### config.mk
export PLATFORM = sky130hd
export DESIGN_NAME = merge_ctr_bank
export DESIGN_NICKNAME = d
export VERILOG_FILES = /design/src/rtl/merge_ctr_pkg.sv /design/src/rtl/merge_ctr_pair.sv /design/src/rtl/merge_ctr_rdmux.sv /design/src/rtl/merge_ctr_bank.sv
export SDC_FILE = /design/constraint.sdc
export NUM_CORES = 2
export LEC_CHECK = 0
export BUFFER_PORTS_ARGS = -buffer_cell sky130_fd_sc_hd__buf_2
export CAP_MARGIN = 25
export CORE_ASPECT_RATIO = 2
export CORE_UTILIZATION = 56
export CTS_CLUSTER_DIAMETER = 200
export DETAILED_ROUTE_END_ITERATION = 6
export PLACE_DENSITY = 0.77
export REMOVE_ABC_BUFFERS = 1
export SYNTH_ARGS = -nofsm -noshare
export SYNTH_HDL_FRONTEND = slang
export SYNTH_SLANG_ARGS = --single-unit
export TNS_END_PERCENT = 10
### constraint.sdc
create_clock -name clk -period 2.7 [get_ports clk]
set_input_delay 0.27 -clock clk [delete_from_list [all_inputs] [get_ports clk]]
set_output_delay 0.27 -clock clk [all_outputs]
set_load 0.01 [all_outputs]
### src/rtl/merge_ctr_pkg.sv
// Package: constants and helpers shared by the fusable counter bank.
// Assumes the control layout is 64 bits wide, with the enable bit and the merge code fields fixed.
package merge_ctr_pkg;
    localparam int CTL_W       = 64;
    localparam int EN_BIT      = 22;
    localparam logic [3:0] MERGE_HI = 4'hF;
    localparam logic [7:0] MERGE_LO = 8'hFF;

    // Register select encoding on the access port
    typedef enum logic {SEL_CTL = 1'b0, SEL_CNT = 1'b1} reg_sel_e;

    // True when a control word holds the enabled merge code
    function automatic logic is_merge(input logic en, input logic [3:0] hi, input logic [7:0] lo);
        return en && (hi == MERGE_HI) && (lo == MERGE_LO);
    endfunction
endpackage

### src/rtl/merge_ctr_pair.sv
// Module: one even/odd counter pair, with its control and count registers.
// Counts each lane alone, or fuses both lanes into one 64-bit counter when the
// odd control holds the enabled merge code. Assumes at most one register write per cycle.
// A write replaces only the update of the register it targets.
module merge_ctr_pair
    import merge_ctr_pkg::*;
#(
    parameter int INC_W  = 4,
    parameter int BASE_W = 48,
    parameter int DATA_W = 64
) (
    input  logic              clk,
    input  logic              rst_n,
    input  logic              we_ctl_e,
    input  logic              we_ctl_o,
    input  logic              we_cnt_e,
    input  logic              we_cnt_o,
    input  logic [DATA_W-1:0] wdata,
    input  logic [INC_W-1:0]  inc_e,
    input  logic [INC_W-1:0]  inc_o,
    output logic [DATA_W-1:0] rd_ctl_e,
    output logic [DATA_W-1:0] rd_ctl_o,
    output logic [DATA_W-1:0] rd_cnt_e,
    output logic [DATA_W-1:0] rd_cnt_o
);
    localparam int HI_W   = DATA_W - BASE_W;
    localparam int WINC_W = 2 * INC_W;

    logic [CTL_W-1:0]  ctl_e, ctl_o;
    logic [BASE_W-1:0] cnt_e, cnt_o;
    logic [BASE_W-1:0] cnt_e_nxt, cnt_o_nxt;
    logic [DATA_W-1:0] wide_now, wide_sum;
    logic              en_e, en_o, merged;

    assign en_e     = ctl_e[EN_BIT];
    assign en_o     = ctl_o[EN_BIT];
    assign merged   = is_merge(en_o, ctl_o[35:32], ctl_o[7:0]);
    assign wide_now = {cnt_o[HI_W-1:0], cnt_e};
    assign wide_sum = wide_now + DATA_W'({inc_o, inc_e});

    // Control registers: stored whole on a write
    always_ff @(posedge clk) begin
        if (!rst_n) begin
            ctl_e <= '0;
            ctl_o <= '0;
        end else begin
            if (we_ctl_e) ctl_e <= wdata[CTL_W-1:0];
            if (we_ctl_o) ctl_o <= wdata[CTL_W-1:0];
        end
    end

    // Next even count: a write, a fused step, a lone step, or hold
    always_comb begin
        if (we_cnt_e)
            cnt_e_nxt = wdata[BASE_W-1:0];
        else if (en_e && merged)
            cnt_e_nxt = wide_sum[BASE_W-1:0];
        else if (en_e)
            cnt_e_nxt = cnt_e + BASE_W'(inc_e);
        else
            cnt_e_nxt = cnt_e;
    end

    // Next odd count: upper-part load and carry when fused, else a normal counter
    always_comb begin
        if (we_cnt_o)
            cnt_o_nxt = merged ? BASE_W'(wdata[HI_W-1:0]) : wdata[BASE_W-1:0];
        else if (merged)
            cnt_o_nxt = en_e ? {cnt_o[BASE_W-1:HI_W], wide_sum[DATA_W-1:BASE_W]} : cnt_o;
        else if (en_o)
            cnt_o_nxt = cnt_o + BASE_W'(inc_o);
        else
            cnt_o_nxt = cnt_o;
    end

    // Count registers
    always_ff @(posedge clk) begin
        if (!rst_n) begin
            cnt_e <= '0;
            cnt_o <= '0;
        end else begin
            cnt_e <= cnt_e_nxt;
            cnt_o <= cnt_o_nxt;
        end
    end

    // Read views: the even count shows the fused 64-bit value when merged
    always_comb begin
        rd_ctl_e = DATA_W'(ctl_e);
        rd_ctl_o = DATA_W'(ctl_o);
        rd_cnt_e = merged ? wide_now : DATA_W'(cnt_e);
        rd_cnt_o = DATA_W'(cnt_o);
    end

    // a fused odd counter with its partner idle never moves by itself
    a_r3_odd_frozen: assert property (@(posedge clk) disable iff (!rst_n)
        (merged && !en_e && !we_cnt_o) |=> $stable(cnt_o));

    // a fused step adds the joined increment across the bit-48 boundary
    a_r4_fused_step: assert property (@(posedge clk) disable iff (!rst_n)
        (merged && en_e && !we_cnt_e && !we_cnt_o && !we_ctl_o) |=>
        ({cnt_o[HI_W-1:0], cnt_e} == $past(wide_now) + DATA_W'($past({inc_o, inc_e}))));

    // an even count write loads exactly the low part
    a_r5_even_load: assert property (@(posedge clk) disable iff (!rst_n)
        we_cnt_e |=> (cnt_e == $past(wdata[BASE_W-1:0])));

    // a disabled, unwritten even counter holds
    a_r2_idle_hold: assert property (@(posedge clk) disable iff (!rst_n)
        (!en_e && !we_cnt_e && !we_ctl_e) |=> $stable(cnt_e));

    // an unfused enabled odd counter steps by its own input
    a_r2_odd_step: assert property (@(posedge clk) disable iff (!rst_n)
        (!merged && en_o && !we_cnt_o && !we_ctl_o) |=>
        (cnt_o == $past(cnt_o) + BASE_W'($past(inc_o))));

    // Unused-width guard for the joined increment
    initial assert (WINC_W <= DATA_W);
endmodule

### src/rtl/merge_ctr_rdmux.sv
// Module: read multiplexer for the register port.
// Picks the control or count view of one counter. Purely combinational; assumes the index is in range.
module merge_ctr_rdmux
    import merge_ctr_pkg::*;
#(
    parameter int NUM_CTR = 4,
    parameter int DATA_W  = 64,
    localparam int IDX_W  = $clog2(NUM_CTR)
) (
    input  logic [IDX_W-1:0]  idx,
    input  logic              sel,
    input  logic [DATA_W-1:0] ctl_view [NUM_CTR],
    input  logic [DATA_W-1:0] cnt_view [NUM_CTR],
    output logic [DATA_W-1:0] rdata
);
    // Select the addressed register view
    always_comb begin
        rdata = (reg_sel_e'(sel) == SEL_CNT) ? cnt_view[idx] : ctl_view[idx];
    end
endmodule

### src/rtl/merge_ctr_bank.sv
// Module: top of the fusable event counter bank.
// Builds NUM_CTR/2 counter pairs and one register port. Assumes NUM_CTR is even, a power of two and at least 2.
module merge_ctr_bank
    import merge_ctr_pkg::*;
#(
    parameter int NUM_CTR = 4,
    parameter int INC_W   = 4,
    parameter int BASE_W  = 48,
    parameter int DATA_W  = 64,
    localparam int IDX_W  = $clog2(NUM_CTR),
    localparam int NUM_PAIR = NUM_CTR / 2
) (
    input  logic                     clk,
    input  logic                     rst_n,
    input  logic                     reg_we,
    input  logic                     reg_sel,
    input  logic [IDX_W-1:0]         reg_idx,
    input  logic [DATA_W-1:0]        reg_wdata,
    output logic [DATA_W-1:0]        reg_rdata,
    input  logic [NUM_CTR*INC_W-1:0] evt_inc
);
    logic [DATA_W-1:0] ctl_view [NUM_CTR];
    logic [DATA_W-1:0] cnt_view [NUM_CTR];

    for (genvar p = 0; p < NUM_PAIR; p++) begin : g_pair
        localparam int EI = 2 * p;
        localparam int OI = 2 * p + 1;
        logic hit_e, hit_o;

        // Address decode for this pair
        always_comb begin
            hit_e = reg_we && (reg_idx == IDX_W'(EI));
            hit_o = reg_we && (reg_idx == IDX_W'(OI));
        end

        merge_ctr_pair #(
            .INC_W (INC_W),
            .BASE_W(BASE_W),
            .DATA_W(DATA_W)
        ) u_pair (
            .clk     (clk),
            .rst_n   (rst_n),
            .we_ctl_e(hit_e && (reg_sel_e'(reg_sel) == SEL_CTL)),
            .we_ctl_o(hit_o && (reg_sel_e'(reg_sel) == SEL_CTL)),
            .we_cnt_e(hit_e && (reg_sel_e'(reg_sel) == SEL_CNT)),
            .we_cnt_o(hit_o && (reg_sel_e'(reg_sel) == SEL_CNT)),
            .wdata   (reg_wdata),
            .inc_e   (evt_inc[EI*INC_W +: INC_W]),
            .inc_o   (evt_inc[OI*INC_W +: INC_W]),
            .rd_ctl_e(ctl_view[EI]),
            .rd_ctl_o(ctl_view[OI]),
            .rd_cnt_e(cnt_view[EI]),
            .rd_cnt_o(cnt_view[OI])
        );
    end

    merge_ctr_rdmux #(
        .NUM_CTR(NUM_CTR),
        .DATA_W (DATA_W)
    ) u_rdmux (
        .idx     (reg_idx),
        .sel     (reg_sel),
        .ctl_view(ctl_view),
        .cnt_view(cnt_view),
        .rdata   (reg_rdata)
    );

    // the read port shows zero in the first cycle after reset
    a_r1_reset_zero: assert property (@(posedge clk)
        !rst_n |=> (reg_rdata == '0));
endmodule

[Word level (Yosys, flattened, before mapping)]
Cells that the tools add are included.
Storage, ports and cells
  bits in registers: 448
  input bits: 86
  output and inout bits: 64
Operators by class
  add/subtract/negate cells: 6
  magnitude comparators: 1
  equality and inequality tests: 11
  multiplexer cells: 25
  bitwise logic cells: 2
  reductions and logical operators: 29
Operators by type and width (count)
  $mux 48: 14
  $mux 64: 7
  $bmux 64 s2: 2
  $add 48x4->48: 4
  $add 64x8->64: 2
  $mux 16: 2
  $logic_and 1x1->1: 18
  $eq 8x8->1 const B: 2
  $reduce_bool 3->1: 4
  $eq 4x4->1 const B: 2
  $reduce_and 2->1: 4
  $ne 3x1->1 const B: 2
  $eq 2x2->1 const B: 2
  $ne 2x1->1 const B: 2
  $reduce_bool 2->1: 2
  $ge 3x3->1 const B: 1
  $not 2->3: 1
  $eq 2x1->1 const B: 1
  $logic_not 2->1: 1
  $not 1->1: 1

[Longest topological paths before layout]
  word-level depth: 8
  mapped depth: 11
  depth with buffers taken out: 9

[Hierarchy]
A second synthesis with hierarchy kept.
Second synthesis, totals
  cells, all modules: 2771
  area, all modules: 26462.9 µm²
Modules (own cells, without submodules)
  merge_ctr_pair (g_pair[1].u_pair): instances 1, cells each 1274, area an instance 11468.5 µm²
  merge_ctr_pair (g_pair[0].u_pair): instances 1, cells each 1262, area an instance 11065.6 µm²
  merge_ctr_rdmux: instances 1, cells each 227, area an instance 3832.4 µm²
  merge_ctr_bank: instances 1, cells each 8, area an instance 96.3 µm²

[Least setup slack after synthesis]
Ideal clock, no wire load.
  path kind: register to output
  start: reg g_pair[0].u_pair.ctl_o[5]
  end: out reg_rdata[53]
  data arrival time: 2.348 ns
  data required time: 2.430 ns
  path slack: 0.082 ns
  stages on the path, launching flop included: 8
  cells stage by stage: dfxtp_1 nand4_1 or4_1 clkbuf_1 nor3_1 clkbuf_1 a22oi_1 a21oi_1
On the way
  cells in the longest elaborated chain, start to end: 7
Ends and longest elaborated chain
  start, declared: line merge_ctr_pair.sv:29  | logic [CTL_W-1:0] ctl_e, ctl_o;
  start signal, assigned: line merge_ctr_pair.sv:48  | if (we_ctl_o) ctl_o <= wdata[CTL_W-1:0];
  $eq 8x8->1: line merge_ctr_pkg.sv:14  | return en && (hi == MERGE_HI) && (lo == MERGE_LO);
  $logic_and 1x1->1: line merge_ctr_pkg.sv:14
  $mux 64: line merge_ctr_pair.sv:91  | rd_cnt_e = merged ? wide_now : DATA_W'(cnt_e);
  $bmux 64 s2: line merge_ctr_rdmux.sv:18  | rdata = (reg_sel_e'(sel) == SEL_CNT) ? cnt_view[idx] : ctl_view[idx];
  $mux 64 (implied by the code) (2 in series): line merge_ctr_rdmux.sv:18
  $mux 64: line merge_ctr_rdmux.sv:18
  end, declared: line merge_ctr_bank.sv:19  | output logic [DATA_W-1:0] reg_rdata,
Every way passes these cells. The select of a mux whose other input is x is not followed.

[Worst setup path after layout]
  start: reg g_pair[0].u_pair.ctl_o[35]
  end: out reg_rdata[49]
On the way
  cells in the longest elaborated chain, start to end: 8
Ends and longest elaborated chain (line)
  $eq 4x4->1: merge_ctr_pkg.sv:14
  $logic_and 1x1->1 (2 in series): merge_ctr_pkg.sv:14
  $mux 64: merge_ctr_pair.sv:91
  $bmux 64 s2: merge_ctr_rdmux.sv:18
  $mux 64 (implied by the code) (2 in series): merge_ctr_rdmux.sv:18
  $mux 64: merge_ctr_rdmux.sv:18
Every way passes these cells. The select of a mux whose other input is x is not followed.

==> results.toml <==
[outcome]
outcome = "complete, but fails checks"
violations = "design-rule violations, negative setup slack"

[placement]
place_congestion = 1.07
dp_hpwl_microns = 70800
dpl-instance-area_sq_mm = 0.0274
io_buffers = 149

[critical_path]
crit_start = "g_pair[0].u_pair.rd_ctl_o[35]"
timing.rr.start = "g_pair[1].u_pair.rd_ctl_o[34]"
crit_path_cell_trace = "nand4_1, or4_4, nor3_2, buf_4, buf_4, a22oi_2, a21oi_2, buf_2"
endpoint_kind = "primary output"
path_buf_inv = 3
crit_top_cell = "buf_4"
worstPathMaxFanout = 4
crit_family = "simple AND/OR/NAND/NOR gates"
cp_slowest_cell = "or4_4"
cp.arrival_ps = 2590
reg2reg_depth = 12
crit_cells = 8
critical_path.endpoint = "reg_rdata[49]"
startpoint_type = "register"
r2r-end = "g_pair[1].u_pair.cnt_o[42]"
critical-path-max-stage-delay_ps = 610
r2r_setup_slack_ps = -130
path_class = "register to primary output"
required_ps = 2430

[global_routing]
grt_util_all_layers = 0.444
antenna_found_initial = 1
grt_max_degree = 93
grt_overflow = 0
grt_pass1_vias = 25100
grt_first_pass_wirelength_microns = 148000

[synth]
synth-seq-area-share = 0.368
syn_area_sq_mm = 0.0244
syn_avg_cell_area_sq_um = 8.20
yosysTopAreaCell = "dfxtp_1"
synth_ff_type = "dfxtp_1"
yosys.area.top_type_share = 0.368
synth_edf_count = 0
ys_top_cells_by_area = "dfxtp_1 37%, nand2_1 11%, mux4_2 10%"
synthDistinctLibCells = 74
synth_cells = 2975
async_flop_share = 0
yosysWarnings = 0
yosys_register_bits = 448

[die]
die_width_microns = 150
core_sq_mm = 0.0427
initial_core_util = 0.571
ios = 150
num_rows = 107
die_h_microns = 297
dieArea_sq_mm = 0.0444

[sta]
hold_viol = 0
finClkSkew_ps = 26.3
max_slew.worst_pin.slew_ps = 769
period_share = 1.06
drv_slew = 0
rsz0062_at_grt = "yes"
timing.slew.headroom = 0.483
setup_violations = 46
fmax_ghz = 0.350
postLayoutSetupSlackWorst_ps = -161
min_period_ps = 2860
tns_ps = -3300

[power_and_ir_drop]
p_per_area_mw_per_mm2 = 496
leakagePower_nw = 10.3
irDropWorstVdd_mv = 0.565

[final_layout]
seq_area_sq_mm = 0.00899
syn_to_final_growth_pct = 20.1
drive_gt1_frac = 0.230
design_area_sq_mm = 0.0293
final_nets = 3371
multi_input_area_sq_mm = 0.0148
fillCellCount = 3522

[clock_network]
cts_buffer_depth = 3
numCtsBuffers = 41
root_buffer = "clkbuf_16"
cts.sink_count = 448
clk_latency_ps = 580
clk_pin_slew_ps = 70
htree_levels = 2
cts_tree = "yes"

[route]
via_per_inst = 6.55
avgRoutedWirePerCell_microns = 25.6
wirelength_microns = 98100
drtPass1Iterations = 7
antenna_left = 0
drt_drc_violations_left = 6
drt_iter0_markers = 2318
dr_total_vias = 25100

[run]
cap_viol_max_count = 0

[worst_hold_path]
hp-class = "input port to register"
per-stage QoR:
| step | instances | hold slack (ps) | worst slack, ps | total power [mW] | util |
|---|---|---|---|---|---|
| after detailed placement | 3725 | 444 | -286 | 8.66 | 0.641 |
| after global placement | 3725 | 438 | -370 | 8.62 | 0.641 |
| after floorplan | 2763 | 379 | -1440 | 7.80 | - |
| final | 3832 | 8.88 | -161 | 14.5 | 0.686 |
| after CTS | 3825 | 8.41 | -177 | 14.5 | 0.682 |
| after global routing | 3832 | 15.6 | -263 | 14.9 | 0.686 |
registers in the layout, indices dropped and copies added, names as in the netlist:
name / flops
g_pair.u_pair.rd_ctl_e: 128
g_pair.u_pair.cnt_e: 96
g_pair.u_pair.cnt_o: 96
g_pair.u_pair.rd_ctl_o: 128
power by group:
group	leakage [nW]	internal [mW]	switching, mW
logic	6.06	0.645	1.02
registers	3.64	6.78	0.152
clock network	0.648	3.21	2.73
total	10.3	10.6	3.90
Yosys cell counts (all sizes together), types with 4 or more instances:
| master | instances |
|---|---|
| a211oi | 29 |
| buf | 26 |
| nor3b | 7 |
| xnor2 | 109 |
| or2 | 5 |
| mux2i | 9 |
| a21o | 19 |
| a22oi | 16 |
| o21bai | 4 |
| ha | 24 |
| nand4 | 71 |
| o211ai | 11 |
| or4 | 11 |
| nand2 | 687 |
| o22ai | 5 |
| or3 | 16 |
| nand3 | 86 |
| fa | 4 |
| nand4b | 4 |
| and4 | 16 |
| and3 | 36 |
| nor2 | 124 |
| dfxtp | 448 |
| mux4 | 112 |
| and2 | 20 |
| xor2 | 60 |
| a2111oi | 5 |
| a31oi | 12 |
| nor2b | 7 |
| a41oi | 6 |
| o21a | 4 |
| clkbuf | 186 |
| inv | 20 |
| mux2 | 49 |
| o2111ai | 4 |
| o21ai | 190 |
| a21oi | 415 |
| a311oi | 6 |
| nor4 | 34 |
| nor3 | 49 |
metal layers:
layer,global-route usage,share of wire
met3,0.0836,0.079
met1,0.460,0.33
met2,0.754,0.49
met5,0,0
met4,0.390,0.10
worst register-to-register path: cells and delay by family, from the launching register on:
family | cells | cell delay [ps]
AOI/OAI and AO/OA | 2 | 440
DFF | 1 | 340
xor gates and xnor gates | 1 | 150
and+or+nand+nor | 4 | 1030
buffers and inverters | 5 | 770
placed cells by master, fill, tap and decap left out, drive strengths merged, types with 51 or more instances in the layout:
cell    netlist  routed
xor2         60      60
nor2        124     124
nand2       687     687
buf          26     434
o21ai       190     190
dfxtp       448     448
xnor2       109     109
mux4        112     112
clkbuf      186      51
nand3        86      86
a21oi       415     415
nand4        71      71
cell type report:
cell class / count / area share
sequential: 448 / 0.307
clock inverter: 22 / 0.00735
inverter: 20 / 0.00282
multi-input combinational: 2295 / 0.506
clock buffer: 50 / 0.0376
tap: 545 / 0.0233
antenna: 1 / 0.0000855
timing repair buffer: 451 / 0.115
how the worst min path moves through the flow:
| stage | startpoint | to | slack [ps] | cells past startpoint |
|---|---|---|---|---|
| 4_1_cts | reg_wdata[39] | g_pair[1].u_pair.rd_ctl_o[39] | 8 | 3 |
| 3_5_place_dp | g_pair[1].u_pair.rd_ctl_e[9] | g_pair[1].u_pair.rd_ctl_e[9] | 440 | 2 |
| 6_report | reg_wdata[36] | g_pair[1].u_pair.rd_ctl_e[36] | 9 | 3 |
| 2_1_floorplan | reg_wdata[17] | g_pair[0].u_pair.cnt_o[17] | 380 | 2 |
| 5_1_grt | reg_wdata[36] | g_pair[1].u_pair.rd_ctl_o[36] | 20 | 3 |
| 3_3_place_gp | g_pair[0].u_pair.rd_ctl_o[20] | g_pair[0].u_pair.rd_ctl_o[20] | 440 | 2 |
what timing repair did:
action	CTS	global route
hold endpoints to repair	61	0
setup buffers	12	6
pin swaps	20	21
hold buffers	16	0
setup endpoints to repair	26	107
cloned	1	0
resized for setup	58	26
logic make-up (layout without fill, tap and decap cells):
group | count (synthesis) | in the layout | synth area share
buffers and inverters | 232 | 543 | 0.0363
and+or+nand+nor | 1178 | 1178 | 0.219
other | 0 | 1 | 0
xor gates and xnor gates | 169 | 169 | 0.0607
DFF | 448 | 448 | 0.368
adders and majority gates | 28 | 28 | 0.0156
muxes | 170 | 170 | 0.130
AOI/OAI and AO/OA | 750 | 750 | 0.171
No activity file was read; power rests on OpenSTA's default activity.
